$ cat src/rtl/poh_fetch_pkg.sv
package poh_fetch_pkg;
  localparam int ADDR_W = 8;
  localparam int DATA_W = 8;
  localparam int GAP_W  = 1;
  localparam int CODE_W = 4;
  localparam int STEPS  = ADDR_W + GAP_W + DATA_W + 1;
  localparam int STEP_W = $clog2(STEPS);

  typedef enum logic [CODE_W-1:0] {
    BC_J1 = 4'd0, BC_B3, BC_C2, BC_G1, BC_F2, BC_H4, BC_F3, BC_K3, BC_N1
  } byte_code_e;

  typedef enum logic [1:0] {PH_ADDR, PH_GAP, PH_DATA, PH_DONE} phase_e;
endpackage

$ cat src/rtl/poh_fetch_timer.sv
// Port clock divider and step sequencer. CLK_DIV must be even and >= 2.
module poh_fetch_timer
  import poh_fetch_pkg::*;
#(
  parameter int CLK_DIV = 4
) (
  input  logic   clk_i,
  input  logic   rst_ni,
  input  logic   start_i,
  output logic   busy_o,
  output logic   tick_o,
  output logic   pclk_o,
  output phase_e phase_o
);
  localparam int DIV_W = (CLK_DIV > 2) ? $clog2(CLK_DIV) : 1;
  localparam int HALF  = CLK_DIV / 2;

  logic [DIV_W-1:0]  div_q;
  logic [STEP_W-1:0] step_q;
  logic              busy_q;

  assign tick_o = busy_q && (div_q == DIV_W'(CLK_DIV - 1));
  assign busy_o = busy_q;
  assign pclk_o = busy_q && (div_q < DIV_W'(HALF));

  always_comb begin
    if (step_q < STEP_W'(ADDR_W))                 phase_o = PH_ADDR;
    else if (step_q < STEP_W'(ADDR_W + GAP_W))    phase_o = PH_GAP;
    else if (step_q < STEP_W'(STEPS - 1))         phase_o = PH_DATA;
    else                                          phase_o = PH_DONE;
  end

  always_ff @(posedge clk_i or negedge rst_ni) begin
    if (!rst_ni) begin
      busy_q <= 1'b0;
      div_q  <= '0;
      step_q <= '0;
    end else if (start_i) begin
      busy_q <= 1'b1;
      div_q  <= '0;
      step_q <= '0;
    end else if (busy_q) begin
      if (tick_o) begin
        div_q <= '0;
        if (step_q == STEP_W'(STEPS - 1)) busy_q <= 1'b0;
        else                              step_q <= step_q + 1'b1;
      end else begin
        div_q <= div_q + 1'b1;
      end
    end
  end
endmodule

$ cat src/rtl/poh_fetch_shreg.sv
// Parallel-load shift register, MSB leaves first.
module poh_fetch_shreg #(
  parameter int W = 8
) (
  input  logic         clk_i,
  input  logic         rst_ni,
  input  logic         load_i,
  input  logic [W-1:0] load_val_i,
  input  logic         shift_i,
  input  logic         ser_i,
  output logic [W-1:0] par_o
);
  always_ff @(posedge clk_i or negedge rst_ni) begin
    if (!rst_ni)      par_o <= '0;
    else if (load_i)  par_o <= load_val_i;
    else if (shift_i) par_o <= {par_o[W-2:0], ser_i};
  end
endmodule

$ cat src/rtl/poh_fetch_b3mask.sv
module poh_fetch_b3mask #(
  parameter int W = 8
) (
  input  logic         clk_i,
  input  logic         rst_ni,
  input  logic         load_i,
  input  logic [W-1:0] mask_i,
  input  logic         en_i,
  input  logic [W-1:0] bip_i,
  output logic [W-1:0] bip_o
);
  logic [W-1:0] mask_q;

  always_ff @(posedge clk_i or negedge rst_ni) begin
    if (!rst_ni)     mask_q <= '0;
    else if (load_i) mask_q <= mask_i;
  end

  assign bip_o = en_i ? (bip_i ^ mask_q) : bip_i;
endmodule

$ cat src/rtl/poh_fetch_port.sv
module poh_fetch_port
  import poh_fetch_pkg::*;
#(
  parameter int CLK_DIV   = 4,
  parameter int NUM_BYTES = 9
) (
  input  logic                 clk_i,
  input  logic                 rst_ni,
  input  logic                 req_i,
  input  logic [ADDR_W-1:0]    req_addr_i,
  input  logic [NUM_BYTES-1:0] src_sel_i,
  output logic                 busy_o,
  output logic                 pclk_o,
  output logic                 ale_o,
  output logic                 saddr_o,
  output logic                 dle_o,
  input  logic                 sdata_i,
  output logic                 ins_valid_o,
  output logic [ADDR_W-1:0]    ins_addr_o,
  output logic [DATA_W-1:0]    ins_byte_o,
  input  logic [DATA_W-1:0]    bip_i,
  output logic [DATA_W-1:0]    bip_o
);
  localparam int SEL_N = 2 ** CODE_W;

  logic [SEL_N-1:0]  sel_pad;
  logic [CODE_W-1:0] req_code, done_code;
  logic              start, busy, tick, done, b3_load, deliver;
  phase_e            phase;
  logic [ADDR_W-1:0] addr_sh;
  logic [DATA_W-1:0] data_sh;

  // codes beyond NUM_BYTES read as zero: never served by the port
  assign sel_pad  = SEL_N'(src_sel_i);
  assign req_code = req_addr_i[CODE_W-1:0];
  assign start    = req_i && !busy && sel_pad[req_code];

  poh_fetch_timer #(.CLK_DIV(CLK_DIV)) u_timer (
    .clk_i   (clk_i),
    .rst_ni  (rst_ni),
    .start_i (start),
    .busy_o  (busy),
    .tick_o  (tick),
    .pclk_o  (pclk_o),
    .phase_o (phase)
  );

  // address rotates, so after the address phase it holds the request again
  poh_fetch_shreg #(.W(ADDR_W)) u_addr_sh (
    .clk_i      (clk_i),
    .rst_ni     (rst_ni),
    .load_i     (start),
    .load_val_i (req_addr_i),
    .shift_i    (tick && phase == PH_ADDR),
    .ser_i      (addr_sh[ADDR_W-1]),
    .par_o      (addr_sh)
  );

  poh_fetch_shreg #(.W(DATA_W)) u_data_sh (
    .clk_i      (clk_i),
    .rst_ni     (rst_ni),
    .load_i     (1'b0),
    .load_val_i ('0),
    .shift_i    (tick && phase == PH_DATA),
    .ser_i      (sdata_i),
    .par_o      (data_sh)
  );

  assign busy_o  = busy;
  assign ale_o   = busy && phase == PH_ADDR;
  assign dle_o   = busy && phase == PH_DATA;
  assign saddr_o = ale_o && addr_sh[ADDR_W-1];

  assign done      = tick && phase == PH_DONE;
  assign done_code = addr_sh[CODE_W-1:0];
  assign b3_load   = done && done_code == BC_B3;
  assign deliver   = done && done_code != BC_B3 && done_code != BC_J1 && done_code != BC_C2;

  always_ff @(posedge clk_i or negedge rst_ni) begin
    if (!rst_ni) begin
      ins_valid_o <= 1'b0;
      ins_addr_o  <= '0;
      ins_byte_o  <= '0;
    end else begin
      ins_valid_o <= deliver;
      if (deliver) begin
        ins_addr_o <= addr_sh;
        ins_byte_o <= data_sh;
      end
    end
  end

  poh_fetch_b3mask #(.W(DATA_W)) u_b3 (
    .clk_i  (clk_i),
    .rst_ni (rst_ni),
    .load_i (b3_load),
    .mask_i (data_sh),
    .en_i   (src_sel_i[BC_B3]),
    .bip_i  (bip_i),
    .bip_o  (bip_o)
  );
endmodule

$ cat config.mk
export PLATFORM = sky130hd
export DESIGN_NAME = poh_fetch_port
export DESIGN_NICKNAME = d
export VERILOG_FILES = /design/src/rtl/poh_fetch_pkg.sv /design/src/rtl/poh_fetch_timer.sv /design/src/rtl/poh_fetch_shreg.sv /design/src/rtl/poh_fetch_b3mask.sv /design/src/rtl/poh_fetch_port.sv
export SDC_FILE = /design/constraint.sdc
export NUM_CORES = 1
export LEC_CHECK = 0
export BUFFER_PORTS_ARGS = -buffer_cell sky130_fd_sc_hd__buf_2
export CORE_ASPECT_RATIO = 0.5
export CORE_MARGIN = 2
export CORE_UTILIZATION = 35
export DETAILED_ROUTE_END_ITERATION = 7
export MAX_ROUTING_LAYER = met4
export REMOVE_ABC_BUFFERS = 1
export SLEW_MARGIN = 20
export SYNTH_ARGS = -nofsm -noshare
export SYNTH_HDL_FRONTEND = slang
export SYNTH_HIERARCHICAL = 1
export SYNTH_SLANG_ARGS = --single-unit
export TNS_END_PERCENT = 50
$ cat constraint.sdc
create_clock -name clk_i -period 5.73 [get_ports clk_i]
set_clock_uncertainty 0.05 [all_clocks]
set_input_delay 0.573 -clock clk_i [delete_from_list [all_inputs] [get_ports clk_i]]
set_output_delay 0.573 -clock clk_i [all_outputs]
set_load 0.03 [all_outputs]
==> results of run 1 <==
cell usage after synthesis (all sizes together):
| cell type | instances |
|---|---|
| a32o | 1 |
| o221a | 1 |
| conb | 1 |
| o21bai | 1 |
| a311oi | 1 |
| ha | 3 |
| xnor2 | 8 |
| buf | 7 |
| mux4 | 1 |
| inv | 8 |
| nand3 | 2 |
| mux2i | 17 |
| dfrtp | 49 |
| or3 | 1 |
| mux2 | 27 |
| and4b | 1 |
| and3b | 3 |
| a21oi | 5 |
| o21ai | 18 |
| o22ai | 1 |
| and2 | 2 |
| nor4bb | 1 |
| or2 | 1 |
| nor3 | 1 |
| a31oi | 1 |
| nor2b | 1 |
| nor2 | 8 |
| and4bb | 1 |
| clkbuf | 1 |
| and3 | 2 |
| nand2 | 30 |
| a41o | 1 |
| nor3b | 2 |
cell usage in the layout, fill, tap and decap left out, types with 2 or more instances in the layout:
cell type and n:
conb_1 15, dfrtp_1 49, inv_1 8, mux2_2 10
and2_1 2, inv_6 2, mux2_4 17, nor3b_1 2
mux2i_1 17, and3b_2 2, o21ai_1 16, o21ai_0 2
ha_1 3, nand2_1 30, a21oi_1 4, and3_1 2
nor2_1 8, clkbuf_16 5, buf_2 57, xnor2_1 8
worst reg2reg max path: stages, from the launching register on:
cell	delay, ns
dfrtp_1	0.46
nor3_1	0.28
mux2_2	0.24
nand3_2	0.14
a21oi_4	0.62
mux2_2	0.41
sequential cells by signal (all words and copies together) (netlist names):
name,flops
u_timer/step_q,5
ins_byte_o,8
u_data_sh/par_o,8
u_timer/busy_o,1
ins_valid_o,1
ins_addr_o,8
u_timer/div_q,2
u_addr_sh/par_o,8
u_b3/mask_q,8
power groups by stage:
stage,registers (mW),clock network (mW),logic (mW)
6_report,0.567,0.341,0.604
3_5_place_dp,0.574,0,0.608
5_1_grt,0.588,0.366,0.652
3_3_place_gp,0.568,0,0.594
4_1_cts,0.568,0.348,0.608
2_1_floorplan,0.636,0,0.375
metal layers:
layer | GRT usage | routed length (um) | vias to the layer above
li1 | - | - | 846
met1 | 0.167 | 2210 | 872
met2 | 0.236 | 2620 | 25
met3 | 0.0384 | 157 | 9
met4 | 0.0412 | 70 | 0
met5 | - | 0 | -
final timing paths:
check | startpoint | endpoint | slack (ns) | cells past startpoint
worst max-delay path | u_timer/step_q[2] | saddr_o | 3.16 | 5
worst min-delay path | rst_ni | ins_byte_o[4] | 0.25 | 1
worst max register to register | u_timer/step_q[2] | ins_addr_o[7] | 3.41 | 5
worst min register to register | ins_byte_o[7] | ins_byte_o[7] | 0.45 | 1
max in group asynchronous | rst_ni | ins_addr_o[5] | 4.96 | 1
min in group clk_i | req_addr_i[4] | u_addr_sh/par_o[4] | 0.45 | 3
layout make-up:
type / count / area (um2) / area share
clock inverters: 3 / 47.5 / 0.0156
clock buffers: 5 / 125 / 0.0411
inverters: 8 / 30.0 / 0.00986
multi-input cells: 157 / 1210 / 0.397
flip-flops and latches: 49 / 1230 / 0.403
repair buffers: 58 / 293 / 0.0961
well taps: 92 / 115 / 0.0378
stage by stage:
stage                     instance area [um2]  instances  worst slack (ns)  hold WS (ns)  power [mW]
after floorplan                          2460        214              3.61         0.227        1.01
after global placement                   2870        364              3.31         0.438        1.16
after detailed placement                 2870        364              3.23         0.440        1.18
after CTS                                3040        372              3.14         0.452        1.52
after global routing                     3050        372              3.06         0.292        1.61
final                                    3050        372              3.16         0.248        1.51
cell families (layout without fill, tap and decap cells):
logic type,Yosys count,in the layout,synth area share
buf+inv,16,74,0.0461
fa+ha+maj,3,3,0.0150
other cells,1,15,0.00150
mux,45,45,0.224
flops,49,49,0.491
compound gates,30,30,0.0747
simple gates,56,56,0.119
xor+xnor,8,8,0.0281
==> qor.csv, run 1 <==
stage;metric;value;unit
run_status;outcome;finished, final reports clean;
place;placement.io_buffers;58;
place;globalplace.congestion;0.722;
final_layout;syn2layout_area_growth;21.9;%
drt;ant_nets;0;
yosys;synth_seq_cells;49;
floorplanning;fp.dieH;63.7;um
critical_path;critical_path.max_stage_delay;0.46;ns
yosys;synth_top_area_frac;0.491;
global_routing;grt_max_degree;50;
final_layout;postLayoutCoreUtil;0.448;
clocking;cts.sinks;49;
critical_path;crit_chain;nor3_1, mux2_2, nor2_1, and3_1, buf_2;
yosys;synth_top_cell_by_area;dfrtp_1;
clocking;holdBufCountCts;0;
drt;vias;1752;
floorplanning;die_w;123;um
place;dp_hpwl;3750;um
final_layout;layout-drive-gt1-share;0.357;
sta;finalCritPeriodShare;0.449;
pwr;p_clk_frac;0.226;
clocking;path_clk_slew;0.07;ns
floorplanning;start_util;0.367;
clocking;cts_tree;yes;
critical_path;critPathCaptureType;primary output;
global_routing;grt_usage;0.141;
global_routing;grt_pass1_vias;1708;
yosys;avgSynthCellArea;12.0;um2
yosys;ys_seq_area_frac;0.491;
final_layout;nets;311;
critical_path;crit_slowest_cell;dfrtp_1;
floorplanning;ios;59;
clocking;postCtsSetupRepairBufs;0;
global_routing;grt_antenna_before_repair;0;
floorplanning;rows;21;
critical_path;worst-setup-path-type;flop to primary output;
critical_path;cp_top_family;simple AND/OR/NAND/NOR gates;
drt;wl_per_cell;13.6;um
critical_path;worstPathRequired;5.11;ns
sta;max_slew_margin;0.436;
clocking;cts_resized;0;
pwr;p_per_area;497;mW/mm2
clocking;cts_buffer_depth;2;
pwr;ir_worst_vdd;0.182;mV
global_routing;grt-ovfl-total;0;
yosys;netlist_area;0.00250;mm2
yosys;synth_area_leaders;dfrtp_1 (49%), mux2_4 (10%), mux2i_1 (6.8%);
sta;rsz0062_at_grt;false;
sta;fmax;389;MHz
sta;finalSetupTns;0;ns
sta;setup_violations;0;
pwr;p_sw_frac;0.391;
clocking;cts_made_buffers;5;
clocking;clock_latency;0.29;ns
sta;maxSlewViolCount;0;
drt;viasPerCell;4.71;
final_layout;nFillCells;631;
sta;min_period;2.57;ns
critical_path;path_max_fanout;5;
clocking;cts-root-buf;clkbuf_16;
sta;worstMarginPinSlew;0.845;ns
pwr;p_sw;0.591;mW
drt;dr.pass1.iters;4;
critical_path;cp-start-kind;flop;
critical_path;arrival;1.95;ns
global_routing;grt_pass1_wl;8220;um
yosys;syn_inst;208;
yosys;yosysWarnings;6;
min_path;hp-class;input port to async pin;
floorplanning;dieArea;0.00787;mm2
sta;finalHoldViolations;0;
critical_path;worst-path-buf-inv;1;
yosys;synth_cell_types;40;
drt;finalWirelength;5060;um
clocking;htree_levels;2;
drt;dr.first_iter.drc_count;123;
final_layout;insertedDiodeCount;0;
pwr;power_frac_comb;0.400;
drt;drc_errors;0;
pwr;p_leak;1.45;nW
pwr;p_int;0.922;mW
floorplanning;core-area;0.00681;mm2
run;cap_violations;0;
pwr;power.sequential.fraction;0.375;
(Power assumes the default switching activity.)
==> run 2: changes to the inputs <==
==> constraint.sdc (replaced) <==
create_clock -name clk_i -period 2.6 [get_ports clk_i]
set_clock_uncertainty 0.05 [all_clocks]
set_input_delay 0.26 -clock clk_i [delete_from_list [all_inputs] [get_ports clk_i]]
set_output_delay 0.26 -clock clk_i [all_outputs]
set_load 0.03 [all_outputs]
==> run 2 against run 1 <==
  * Largest cell class unchanged
  * Non-clock buffer count increased by 3
  * Largest power group unchanged
  * Utilization unchanged
  * Wire length is 1.2% lower
==> qor.csv, run 2 (same netlist as run 1, synthesis figures left out) <==
stage;metric;value;unit;change
floorplanning;core-area;0.00681;mm2;unchanged
place;dpl_cell_area;0.00289;mm2;+0.78%
sta;worstMarginPinSlew;0.633;ns;-0.211 ns
sta;finalHoldViolations;0;;unchanged
global_routing;grt_usage;0.136;;-0.00425
global_routing;grt-ovfl-total;0;;unchanged
floorplanning;rows;21;;unchanged
floorplanning;dieArea;0.00787;mm2;unchanged
clocking;holdBufCountCts;0;;unchanged
critical_path;crit_start;u_timer/step_q[2];;
clocking;cts-root-buf;clkbuf_16;;
critical_path;r2r-start;u_timer/step_q[2];;
final_layout;final_common_cell;buf_2;;
critical_path;arrival;1.97;ns;+0.02 ns
critical_path;worstPathRequired;2.29;ns;-2.82 ns
pwr;p_leak;1.45;nW;+0.47%
final_layout;insertedDiodeCount;0;;unchanged
pwr;ir_worst_vdd;0.341;mV;+88%
drt;dr.first_iter.drc_count;69;;-44%
final_layout;seq_area;0.00123;mm2;unchanged
global_routing;grt_pass1_vias;1733;;+1.5%
floorplanning;ios;59;;unchanged
clocking;cts_tree;yes;;
critical_path;cp.depth;5;;unchanged
critical_path;r2r_cells;6;;+1
sta;hold-worst-slack;0.0195;ns;-0.228 ns
sta;maxSlewViolCount;0;;unchanged
pwr;p_per_area;1070;mW/mm2;+120%
place;dp_slack;0.390;ns;-2.84 ns
clocking;postCtsSetupRepairBufs;0;;unchanged
place;placement.io_buffers;58;;unchanged
critical_path;path_max_fanout;5;;unchanged
sta;finalSetupTns;0;ns;unchanged
drt;finalWirelength;4990;um;-1.2%
place;globalplace.congestion;0.796;;+10%
clocking;cts.sinks;49;;unchanged
floorplanning;fp.dieH;63.7;um;unchanged
sta;rsz0062_at_grt;false;;
final_layout;nFillCells;648;;+2.7%
critical_path;worst-setup-path-type;flop to primary output;;
sta;min_period;2.28;ns;
global_routing;grt_pass1_wl;8180;um;-0.58%
clocking;cts_made_buffers;5;;unchanged
run;cap_violations;0;;unchanged
final_layout;syn2layout_area_growth;21.9;%;unchanged
drt;dr.pass1.iters;4;;unchanged
drt;vias;1751;;-0.057%
floorplanning;die_w;123;um;unchanged
global_routing;grt_max_degree;50;;unchanged
run_status;outcome;finished, final reports clean;;
drt;wl_per_cell;13.3;um;-2.0%
critical_path;crit_slowest_cell;dfrtp_1;;
drt;ant_nets;0;;unchanged
final_layout;design_area;0.00305;mm2;unchanged
critical_path;critical_path.max_stage_delay;0.45;ns;about the same
final_layout;multiInputGateArea;0.00121;mm2;unchanged
final_layout;nets;314;;+0.96%
sta;setup_violations;0;;unchanged
min_path;hp-class;input port to async pin;;
critical_path;critPathCaptureType;primary output;;
global_routing;grt_antenna_before_repair;0;;unchanged
floorplanning;start_util;0.367;;unchanged
drt;viasPerCell;4.67;;-0.86%
clocking;cts_resized;0;;unchanged
sta;finalCritPeriodShare;0.876;;
sta;max_slew_margin;0.578;;+0.141
critical_path;worst-path-buf-inv;1;;unchanged
drt;drc_errors;0;;unchanged
clocking;cts_buffer_depth;2;;unchanged
clocking;clock_latency;0.29;ns;about the same
sta;worst_slack;0.321;ns;-2.84 ns
clocking;htree_levels;2;;unchanged
final_layout;layout-drive-gt1-share;0.364;;+0.00681
critical_path;crit_chain;nor3_1, mux2_2, nor2_1, and3_1, buf_2;;
critical_path;cp_top_family;simple AND/OR/NAND/NOR gates;;
sta;fmax;439;MHz;
place;dp_hpwl;3640;um;-2.7%
clocking;path_clk_slew;0.07;ns;about the same
final_layout;final_cell_mix;buf_2 (58), dfrtp_1 (49), nand2_1 (30);;
critical_path;cp-start-kind;flop;;
-- run 2: path summary, 6_finish.rpt --
kind | to | slack, ns
min in group clk_i | u_addr_sh/par_o[4] | 0.14
max in group asynchronous | u_timer/step_q[3] | 2.06
worst min register to register | ins_byte_o[5] | 0.45
worst max-delay path | saddr_o | 0.32
worst min-delay path | ins_byte_o[2] | 0.02
worst max register to register | u_addr_sh/par_o[0] | 0.37
-- run 2: routing by layer --
metal,wire length [um],vias up,global-route usage
met5,0,-,-
met4,67,0,0.0426
met3,159,9,0.0268
met2,2530,26,0.225
met1,2230,862,0.170
li1,-,854,-
-- run 2: area by class of cell --
cell class                 instances  share of cell area
clock buffer                       6              0.0456
clock inverter                     2             0.00452
inverter                           8             0.00986
multi-input combinational        157               0.397
sequential                        49               0.403
tap                               92              0.0378
timing repair buffer              61               0.103
-- run 2: where the power goes --
| group | total [mW] | internal [mW] | switching [mW] | leakage, nW |
|---|---|---|---|---|
| clock | 0.663 | 0.383 | 0.280 | 0.0768 |
| sequential | 1.25 | 1.01 | 0.239 | 0.629 |
| combinational | 1.35 | 0.562 | 0.789 | 0.747 |
| total | 3.27 | 1.96 | 1.31 | 1.45 |
-- run 2: through the flow --
step | instances | power, mW | utilization
floorplan | 214 | 2.23 | -
global placement | 367 | 2.57 | 0.425
detailed placement | 367 | 2.62 | 0.425
CTS | 375 | 3.30 | 0.448
global route | 375 | 3.47 | 0.448
finish | 375 | 3.27 | 0.448
==> run 3: changes to the inputs <==
--- a/config.mk
+++ b/config.mk
@@ -11,7 +11,6 @@
 export CORE_UTILIZATION = 35
 export DETAILED_ROUTE_END_ITERATION = 7
 export MAX_ROUTING_LAYER = met4
-export REMOVE_ABC_BUFFERS = 1
 export SLEW_MARGIN = 20
 export SYNTH_ARGS = -nofsm -noshare
 export SYNTH_HDL_FRONTEND = slang
==> run 3 against run 2 <==
  * Cell count increased by 0.27%
  * Sequential share of layout area fell by 0.12 points
  * Register-to-register slack about the same
  * Critical path depth unchanged
  * Maximum frequency about the same
  * Critical path type unchanged
==> qor.csv, run 3 (same netlist as run 1, synthesis figures left out) <==
stage;metric;value;unit;change
run_status;outcome;finished, final reports clean;;
critical_path;worstPathRequired;2.29;ns;about the same
drt;wl_met3;201;um;+26%
drt;ant_nets;0;;unchanged
final_layout;nets;315;;+0.32%
sta;min_period;2.28;ns;+0.00153 ns
critical_path;cp-start-kind;flop;;
clocking;clock_latency;0.28;ns;about the same
clocking;path_clk_slew;0.06;ns;about the same
clocking;cts_buffer_depth;2;;unchanged
pwr;p_sw_frac;0.401;;about the same
critical_path;worst-path-buf-inv;1;;unchanged
clocking;postCtsSetupRepairBufs;0;;unchanged
clocking;cts-root-buf;clkbuf_16;;
sta;rsz0062_at_grt;false;;
final_layout;final_cell_mix;buf_2 (58), dfrtp_1 (49), nand2_1 (30);;
global_routing;grt-ovfl-total;0;;unchanged
global_routing;grt_pass1_wl;8140;um;-0.42%
pwr;p_per_area;1050;mW/mm2;-1.7%
drt;top_layer;met4;;
pwr;p_leak;1.45;nW;about the same
sta;setup_violations;0;;unchanged
floorplanning;dieArea;0.00787;mm2;unchanged
drt;dr.pass1.iters;4;;unchanged
sta;maxSlewViolCount;0;;unchanged
sta;finalSetupTns;0;ns;unchanged
min_path;hp-class;input port to flop;;
final_layout;multiInputGateArea;0.00121;mm2;unchanged
drt;finalWirelength;4840;um;-3.1%
pwr;p_sw;1.29;mW;-1.5%
drt;viasPerCell;4.60;;-1.6%
sta;worst_slack;0.320;ns;-0.00153 ns
place;globalplace.congestion;0.855;;+7.3%
place;dp_slack;0.405;ns;+0.0145 ns
final_layout;syn2layout_area_growth;22.3;%;
sta;hold-worst-slack;0.157;ns;+0.137 ns
sta;finalHoldViolations;0;;unchanged
drt;vias;1728;;-1.3%
clocking;cts_made_buffers;5;;unchanged
critical_path;path_max_fanout;5;;unchanged
global_routing;grt_antenna_before_repair;0;;unchanged
critical_path;crit_chain;nor3_1, mux2_2, nor2_1, and3_1, buf_2;;
global_routing;grt_max_degree;34;;-32%
critical_path;critical_path.max_stage_delay;0.45;ns;about the same
sta;finalCritPeriodShare;0.877;;about the same
floorplanning;core-area;0.00681;mm2;unchanged
final_layout;seq_area;0.00123;mm2;unchanged
run;cap_violations;0;;unchanged
global_routing;grt_pass1_vias;1721;;-0.69%
place;dp_hpwl;3690;um;+1.2%
global_routing;grt_usage;0.137;;+0.000334
clocking;cts_resized;0;;unchanged
critical_path;worst-setup-path-type;flop to primary output;;
drt;met1_length;2350;um;+5.0%
pwr;ir_worst_vdd;0.368;mV;+8.2%
critical_path;cp_top_family;simple AND/OR/NAND/NOR gates;;
floorplanning;die_w;123;um;unchanged
place;placement.io_buffers;58;;unchanged
clocking;cts_tree;yes;;
critical_path;arrival;1.97;ns;about the same
critical_path;crit_slowest_cell;dfrtp_1;;
final_layout;nFillCells;630;;-2.8%
final_layout;design_area;0.00305;mm2;+0.29%
final_layout;insertedDiodeCount;0;;unchanged
pwr;power.sequential.fraction;0.392;;+0.009
drt;dr.first_iter.drc_count;43;;-38%
floorplanning;start_util;0.367;;unchanged
sta;fmax;439;MHz;about the same
floorplanning;ios;59;;unchanged
pwr;p_int;1.93;mW;-1.5%
clocking;holdBufCountCts;1;;+1
place;dpl_cell_area;0.00291;mm2;+0.43%
final_layout;final_common_cell;buf_2;;
drt;wl_per_cell;12.9;um;-3.3%
drt;drc_errors;0;;unchanged
pwr;p_clk_frac;0.188;;-0.015
final_layout;layout-drive-gt1-share;0.359;;-0.00480
floorplanning;fp.dieH;63.7;um;unchanged
clocking;htree_levels;2;;unchanged
drt;met2_wirelength;2210;um;-13%
critical_path;critPathCaptureType;primary output;;
floorplanning;rows;21;;unchanged
pwr;power_frac_comb;0.420;;+0.006
clocking;cts.sinks;49;;unchanged
==> run 3: cell count changes in the layout (fill, tap and decap cells not counted), sizes merged <==
cell         delta
dlygate4sd3     +1
==> run 3: worst register-to-register path: stages, from the launching register on <==
cell and delay, ns:
dfrtp_1 0.45, nor3_1 0.29, mux2_2 0.41, nor2_1 0.14, and2_1 0.43, mux2i_1 0.27, o21ai_1 0.08
==> run 3: power by group through the flow <==
stage / Combinational, mW / Clock (mW) / Sequential (mW)
after floorplan: 0.860 / 0 / 1.40
after global placement: 1.32 / 0 / 1.26
after detailed placement: 1.36 / 0 / 1.27
after CTS: 1.36 / 0.623 / 1.26
after global routing: 1.46 / 0.658 / 1.30
final: 1.35 / 0.606 / 1.26
==> run 3: layout make-up <==
class                   count  area share
repair buffers             62       0.110
well taps                  92      0.0377
clock buffers               6      0.0422
multi-input cells         157       0.396
clock inverters             2     0.00328
inverters                   8     0.00983
flip-flops and latches     49       0.401
==> run 3: worst paths after layout <==
check / to / depth (start not counted) / slack (ns) / from
max: saddr_o / 5 / 0.32 / u_timer/step_q[2]
min: u_addr_sh/par_o[4] / 3 / 0.16 / req_addr_i[4]
max reg2reg: u_addr_sh/par_o[5] / 6 / 0.36 / u_timer/step_q[2]
min reg2reg: ins_byte_o[4] / 1 / 0.45 / ins_byte_o[4]
max in group asynchronous: ins_addr_o[5] / 3 / 1.36 / rst_ni
min in group asynchronous: u_addr_sh/par_o[6] / 2 / 0.39 / rst_ni
==> run 3: layer usage <==
metal	global-route usage	up-vias
met5	-	-
met4	0.0440	0
met3	0.0277	9
met2	0.213	36
met1	0.180	821
li1	-	862
==> run 3: stage by stage <==
| stage | cells | power, mW | util |
|---|---|---|---|
| 2_1_floorplan | 222 | 2.26 | - |
| 3_3_place_gp | 367 | 2.58 | 0.427 |
| 3_5_place_dp | 367 | 2.63 | 0.427 |
| 4_1_cts | 376 | 3.25 | 0.449 |
| 5_1_grt | 376 | 3.43 | 0.449 |
| 6_report | 376 | 3.22 | 0.449 |
